## config.mk

```make
export PLATFORM = sky130hd
export DESIGN_NAME = fuse_rd_filter
export DESIGN_NICKNAME = d
export VERILOG_FILES = /design/src/rtl/fuse_rd_pkg.sv /design/src/rtl/fuse_rd_ctrl.sv /design/src/rtl/fuse_rd_dp.sv /design/src/rtl/fuse_rd_filter.sv
export SDC_FILE = /design/constraint.sdc
export NUM_CORES = 1
export LEC_CHECK = 0
export ABC_AREA = 1
export BUFFER_PORTS_ARGS = -buffer_cell sky130_fd_sc_hd__buf_2
export CAP_MARGIN = 20
export CORE_ASPECT_RATIO = 1.1
export CORE_MARGIN = 5
export CORE_UTILIZATION = 40
export CTS_CLUSTER_DIAMETER = 100
export CTS_CLUSTER_SIZE = 30
export DETAILED_ROUTE_END_ITERATION = 12
export GPL_ROUTABILITY_DRIVEN = 0
export PLACE_DENSITY = 0.77
export RECOVER_POWER = 25
export SYNTH_ARGS = -nofsm -noshare
export SYNTH_HDL_FRONTEND = slang
export SYNTH_HIERARCHICAL = 1
export SYNTH_SLANG_ARGS = --single-unit
```

## constraint.sdc

```tcl
create_clock -name clk -period 0.8 [get_ports clk]
set_input_delay 0.16 -clock clk [delete_from_list [all_inputs] [get_ports clk]]
set_output_delay 0.16 -clock clk [all_outputs]
set_load 0.01 [all_outputs]
```

## src/rtl/fuse_rd_pkg.sv

```systemverilog
package fuse_rd_pkg;

  localparam int DATA_W = 32;
  localparam int HELPER_FIRST = 2;  // first logical array backed by a shifted physical array
  localparam int HELPER_LAST  = 3;

  typedef struct packed {
    logic              load;   // address write seen this cycle
    logic              grant;  // read permitted
    logic [DATA_W-1:0] mask;   // visible columns
  } rdStrobe_t;

  function automatic logic [DATA_W-1:0] colSpan(input int lo, input int hi);
    logic [DATA_W-1:0] m;
    m = '0;
    for (int c = 0; c < DATA_W; c++) begin
      if (c >= lo && c <= hi) m[c] = 1'b1;
    end
    return m;
  endfunction

  function automatic logic [DATA_W-1:0] rowMask(input int row);
    logic [DATA_W-1:0] m;
    m = '0;
    if (row == 0)                                    m = colSpan(28, 31);
    else if (row inside {[8:15], 20, 22, 23, [40:63]}) m = colSpan(0, DATA_W-1);
    else if (row == 16)                              m = colSpan(0, 7) | colSpan(10, 16);
    else if (row == 17)                              m = colSpan(0, 2);
    else if (row == 21)                              m = colSpan(0, 23) | colSpan(29, 31);
    return m;
  endfunction

endpackage

```

## src/rtl/fuse_rd_ctrl.sv

```systemverilog
module fuse_rd_ctrl
  import fuse_rd_pkg::*;
#(
  parameter int ARRAY_W   = 2,
  parameter int ROW_W     = 6,
  parameter int ARRAY_LSB = 11,
  parameter int ROW_LSB   = 5,
  parameter int NUM_ROWS  = 64
) (
  input  logic               addrWrValid,
  input  logic [DATA_W-1:0]  addrWrData,
  output logic [ARRAY_W-1:0] arrSel,
  output logic [ROW_W-1:0]   rowSel,
  output logic [ARRAY_W-1:0] fuseArray,
  output logic [ROW_W-1:0]   fuseRow,
  output rdStrobe_t          strobe
);

  localparam int TBL_ROWS = 1 << ROW_W;

  logic [DATA_W-1:0] maskTbl [TBL_ROWS];

  assign arrSel  = addrWrData[ARRAY_LSB +: ARRAY_W];
  assign rowSel  = addrWrData[ROW_LSB +: ROW_W];
  assign fuseRow = rowSel;

  for (genvar r = 0; r < TBL_ROWS; r++) begin : g_mask
    if (r < NUM_ROWS) begin : g_mapped
      assign maskTbl[r] = rowMask(r);
    end else begin : g_unmapped
      assign maskTbl[r] = '0;
    end
  end

  always_comb begin
    strobe.load  = addrWrValid;
    strobe.grant = 1'b0;
    strobe.mask  = '0;
    fuseArray    = '0;
    if (arrSel == '0) begin
      strobe.mask  = maskTbl[rowSel];
      strobe.grant = |maskTbl[rowSel];
    end else if (int'(arrSel) >= HELPER_FIRST && int'(arrSel) <= HELPER_LAST) begin
      fuseArray    = arrSel - ARRAY_W'(1);
      strobe.mask  = '1;
      strobe.grant = 1'b1;
    end
  end

endmodule

```

## src/rtl/fuse_rd_dp.sv

```systemverilog
module fuse_rd_dp
  import fuse_rd_pkg::*;
#(
  parameter int ARRAY_W   = 2,
  parameter int ROW_W     = 6,
  parameter int ARRAY_LSB = 11,
  parameter int ROW_LSB   = 5
) (
  input  logic               clk,
  input  logic               rstN,
  input  rdStrobe_t          strobe,
  input  logic [ARRAY_W-1:0] arrSel,
  input  logic [ROW_W-1:0]   rowSel,
  input  logic [DATA_W-1:0]  fuseRowData,
  output logic [DATA_W-1:0]  rdAddr,
  output logic [DATA_W-1:0]  rdData,
  output logic               rdDone,
  output logic               rdErr
);

  logic [DATA_W-1:0] nextAddr;

  always_comb begin
    nextAddr = '0;
    nextAddr[ARRAY_LSB +: ARRAY_W] = arrSel;
    nextAddr[ROW_LSB +: ROW_W]     = rowSel;
  end

  always_ff @(posedge clk or negedge rstN) begin
    if (!rstN) begin
      rdAddr <= '0;
      rdData <= '0;
      rdDone <= 1'b0;
      rdErr  <= 1'b0;
    end else begin
      rdDone <= strobe.load && strobe.grant;
      rdErr  <= strobe.load && !strobe.grant;
      if (strobe.load) begin
        rdAddr <= nextAddr;
        rdData <= strobe.grant ? (fuseRowData & strobe.mask) : '0;
      end
    end
  end

endmodule

```

## src/rtl/fuse_rd_filter.sv

```systemverilog
module fuse_rd_filter
  import fuse_rd_pkg::*;
#(
  parameter int ARRAY_W   = 2,
  parameter int ROW_W     = 6,
  parameter int ARRAY_LSB = 11,
  parameter int ROW_LSB   = 5,
  parameter int NUM_ROWS  = 64
) (
  input  logic               clk,
  input  logic               rstN,
  input  logic               addrWrValid,
  input  logic [31:0]        addrWrData,
  input  logic [31:0]        fuseRowData,
  output logic [ARRAY_W-1:0] fuseArray,
  output logic [ROW_W-1:0]   fuseRow,
  output logic [31:0]        rdAddr,
  output logic [31:0]        rdData,
  output logic               rdDone,
  output logic               rdErr
);

  rdStrobe_t          strobe;
  logic [ARRAY_W-1:0] arrSel;
  logic [ROW_W-1:0]   rowSel;

  fuse_rd_ctrl #(
    .ARRAY_W(ARRAY_W), .ROW_W(ROW_W), .ARRAY_LSB(ARRAY_LSB),
    .ROW_LSB(ROW_LSB), .NUM_ROWS(NUM_ROWS)
  ) ctrl_i (
    .addrWrValid(addrWrValid), .addrWrData(addrWrData),
    .arrSel(arrSel), .rowSel(rowSel),
    .fuseArray(fuseArray), .fuseRow(fuseRow), .strobe(strobe)
  );

  fuse_rd_dp #(
    .ARRAY_W(ARRAY_W), .ROW_W(ROW_W), .ARRAY_LSB(ARRAY_LSB), .ROW_LSB(ROW_LSB)
  ) dp_i (
    .clk(clk), .rstN(rstN), .strobe(strobe),
    .arrSel(arrSel), .rowSel(rowSel), .fuseRowData(fuseRowData),
    .rdAddr(rdAddr), .rdData(rdData), .rdDone(rdDone), .rdErr(rdErr)
  );

endmodule

```

# After elaboration in Yosys (flattened, before gate mapping)
# Memories as Yosys holds them, arrays and structs flattened.
# Index checks and enable logic that the tools add are counted.
[word_totals] regBits=42 n_memories=1 out_inout_bits=74 inputBits=67 wordCells=22 rom_bits=2048
[classes] n_addsub=1 n_mux=7 reduce_logical=5 bitwise_logic=2 magnitude_cmp=2
[memory_table] memory="(no name shown)" depth=64 width=32 read_ports=1 rd_clocked_by_memory_dff=0 write_ports=0 line_no="fuse_rd_ctrl.sv:41" text="strobe.mask = maskTbl[rowSel];"
[op_table] op="$mux W32" count=3
[op_table] op="$mux W33" count=2
[op_table] op="$and A32 B32 Y32" count=1
[op_table] op="$reduce_or A32 Y1" count=1
[op_table] op="$ge A7 B7 Y1 const B" count=1
[op_table] op="$not A6 Y7" count=1
[op_table] op="$mux W2" count=2
[op_table] op="$ge A2 B2 Y1 const B" count=1
[op_table] op="$logic_and A1 B1 Y1" count=2
[op_table] op="$logic_not A2 Y1" count=1
[op_table] op="$sub A2 B1 Y2 const B" count=1
[op_table] op="$logic_not A1 Y1" count=1

# Logic depth before layout (Yosys ltp)
[depth] depth_word=8 depth_mapped=11 ltp_nobuf=10

# Cells and area by module
# Netlist, hierarchy kept.
[modules_own_cells] module="fuse_rd_dp" cells_each=199 instances=1 area_per_inst_um2=1901.8 seq_area_each_um2=1051.0
[modules_own_cells] module="fuse_rd_ctrl" cells_each=89 instances=1 area_per_inst_um2=506.7 seq_area_each_um2=0.0

# Worst setup path after synthesis
# Ideal clock, no wire load.
[synth_timing] path_kind="input port to flip-flop" startpoint="in addrWrData[8]" endpoint="reg dp_i.rdData[17]" required_ps=726 arrival_ps=1366 stages=8 setup_time_ps=74 path_slack_ps=-640 n_path_buf=1 cell_sequence="inv_1 -> nand3_1 -> nand2_2 -> inv_1 -> o21ai_0 -> buf_4 -> nand2_1 -> o21ai_2"
[synth_lines] item="start, declared" line_no="fuse_rd_filter.sv:13" text="input logic [31:0] addrWrData,"
[synth_lines] item="end signal, assigned" line_no="fuse_rd_dp.sv:40" text="rdData <= strobe.grant ? (fuseRowData & strobe.mask) : '0;"
[synth_lines] item="end, declared" line_no="fuse_rd_dp.sv:16" text="output logic [DATA_W-1:0] rdData,"

==> flow_summary.toml <==
[routing]
dr.pass1.iters = 4
ant_nets = 0
dr_total_vias = 2068
viasPerCell = 4.38
drt-wirelength-per-cell_um = 12.8
drc_errors = 0
drtIter0Drc = 86
wirelength_um = 6060

[run_status]
violations = "setup timing"
status = "complete, but fails checks"

[synthesis]
postSynthCellCount = 288
yosysTopAreaCell = "dfrtp_1"
synthTopCellsByArea = "dfrtp_1, buf_4, nand2_1"
yosysWarnings = 6
seq_area_frac_synth_pct = 43.6
yosysUniqueCellTypes = 18
syn-cell-area_um2 = 2410
avgSynthCellArea_um2 = 8.36
ys_seq_elements = 42
synth_top_area_share_pct = 43.6

[cells_and_area]
final_cell_mix = "nand2_1, buf_2, buf_4"
layout_commonest_cell = "nand2_1"
nFillCells = 517
fin_area_um2 = 3430
antennaDiodeCount = 0
area_growth_pct = 42.5
num-nets-final = 463
drive_above_1_share_pct = 53.4

[sta]
fin_hold_ws_ps = 118
post-route-period-util_pct = 130
period_minus_slack_ps = 1040
fin_ws_ps = -242
rsz0062_at_grt = "yes"
fin_skew_ps = 0
timing.fmax_mhz = 960
setup_viol = 77
slew_viol_final = 0
hold_violations = 0

[worst_setup_path]
path_buf_inv = 4
worst_setup_path_start_kind = "primary input"
cp_common_cell = "nand2_4"
crit_chain = "buf_12 > inv_16 > nand2_4 > nand2_1 > inv_1 > nor2_2 > nand3_2 > nand2_2 > nand2_4 > nand2_8 > clkbuf_16 > o21ai_2"
r2r_cells = 4
crit_slowest_cell = "clkbuf_16"
crit_fanout = 6
cp_slowest_stage_delay_ps = 170
reg2reg_slack_ps = -70
arrival_ps = 1220
worstReg2RegStart = "dp_i/rdData[25]"
r2r-end = "dp_i/rdData[25]"
worst-setup-path-type = "in -> reg"
crit_family = "simple AND/OR/NAND/NOR gates"
critPathCaptureType = "flop"
crit_required_ps = 970

[hold_path]
worstHoldStart = "fuseRowData[10]"
min_to = "dp_i/rdData[10]"
hold_depth = 3
hp-class = "in -> reg"

[clocking]
clock-sinks = 42
root_buffer = "clkbuf_8"
numCtsBuffers = 5
cts_tree = "built"
cts.clk_slew.worst_paths_ps = 70
clkLatencyLatePin_ps = 280
htree_levels = 2
clk_path_buf_depth = 2

[global_routing]
grt_start_max_net_pins = 43
grt_pass1_wl_um = 9130
grt_pass1_vias = 1993
grt_usage_pct = 14.6
grt-ovfl-total = 0
grt_antenna_before_repair = 0

[power]
p_per_area_nw_per_um2 = 1560
internal_power_uw = 3810
power_switching_uw = 1560
seqPwrFrac_pct = 45.0
vdd_drop_max_mv = 0.623
finalPower_uw = 5370
p_comb_share_pct = 30.8
p_clk_share_pct = 24.2
p_leak_uw = 0.00191
p_sw_share_pct = 29.0

[floorplanning]
ios = 141
core_area_um2 = 5810
rows = 29
die_area_um2 = 7670
start_util_pct = 41.5
die_w_um = 84.0
die_h_um = 91.4

[place]
place_area_um2 = 2790
dp_slack_ps = -653
dp_hpwl_um = 4150
port_buffers = 92

[run]
max_cap_violations = 0
==> power by group through the flow <==
stage	combinational, uW	clock [uW]	sequential (uW)
6_report	1650	1300	2420
2_1_floorplan	790	0	2540
5_1_grt	1810	1410	2440
3_5_place_dp	1220	0	2450
3_3_place_gp	1200	0	2440
4_1_cts	1370	1350	2410
==> area by class of cell <==
type	instances	area [um2]	area share, %
tap	77	96.3	2.81
multi-input combinational	186	990	28.8
sequential	42	1050	30.6
inverter	11	70.1	2.04
clock buffer	6	82.6	2.41
timing repair buffer	150	1140	33.3
==> per-stage QoR <==
stage / setup TNS, ps / utilization, % / instances
floorplan: -9170 / - / 311
global placement: -19260 / 48.0 / 431
detailed placement: -20540 / 48.0 / 431
CTS: -14450 / 52.7 / 452
global route: -19190 / 59.1 / 472
finish: -14110 / 59.1 / 472
==> what timing repair did <==
| item | in CTS | in global routing |
|---|---|---|
| hold buffers | 1 | 0 |
| pin swaps | 1 | 13 |
| buffers inserted | 14 | 17 |
| gates resized for setup | 22 | 47 |
| hold endpoints to repair | 42 | 0 |
| setup endpoints to repair | 78 | 78 |
| cloned | 1 | 4 |
==> worst max path at each step <==
stage,start,to,slack (ps),cells past startpoint
2_1_floorplan,addrWrData[8],dp_i/rdData[0],-290,11
3_3_place_gp,addrWrData[8],dp_i/rdData[31],-590,11
3_5_place_dp,addrWrData[8],dp_i/rdData[26],-650,11
4_1_cts,addrWrData[8],dp_i/rdData[14],-250,12
5_1_grt,addrWrData[8],dp_i/rdData[18],-320,12
6_report,addrWrData[8],dp_i/rdData[18],-240,12
==> layer usage <==
layer / vias to the layer above / GRT usage, % / share of wire [%]
li1: 1018 / - / -
met1: 964 / 15.8 / 39
met2: 78 / 27.4 / 53
met3: 8 / 3.62 / 6.4
met4: 0 / 5.09 / 1.6
met5: - / 0 / 0
==> flip-flops by register name (all words and copies together) (netlist names) <==
register and count:
dp_i/rdErr 1, dp_i/rdData 32, dp_i/rdAddr 8, dp_i/rdDone 1
==> synthesized netlist by cell type <==
cell type	count
nand2_1	108
nor2_1	10
nand2_4	1
inv_2	1
o21ai_0	6
o21ai_2	21
nand4_1	1
conb_1	1
buf_6	4
inv_1	10
nor2_2	1
nand3_1	2
o21ai_1	8
nand3b_1	1
dfrtp_1	42
nor3_1	1
nand2_2	1
buf_4	69
==> cell families after synthesis <==
| kind of cell | Yosys count | share of synthesized area, % |
|---|---|---|
| other | 1 | 0.156 |
| and+or+nand+nor | 126 | 20.6 |
| DFF | 42 | 43.6 |
| buffers and inverters | 84 | 25.1 |
| AOI/OAI and AO/OA | 35 | 10.5 |
==> worst register-to-register path: stages (launching register included) <==
cell and delay [ps]:
dfrtp_1 390, buf_4 130, buf_4 120, nand2_1 70, o21ai_2 50
(Power assumes the default switching activity.)
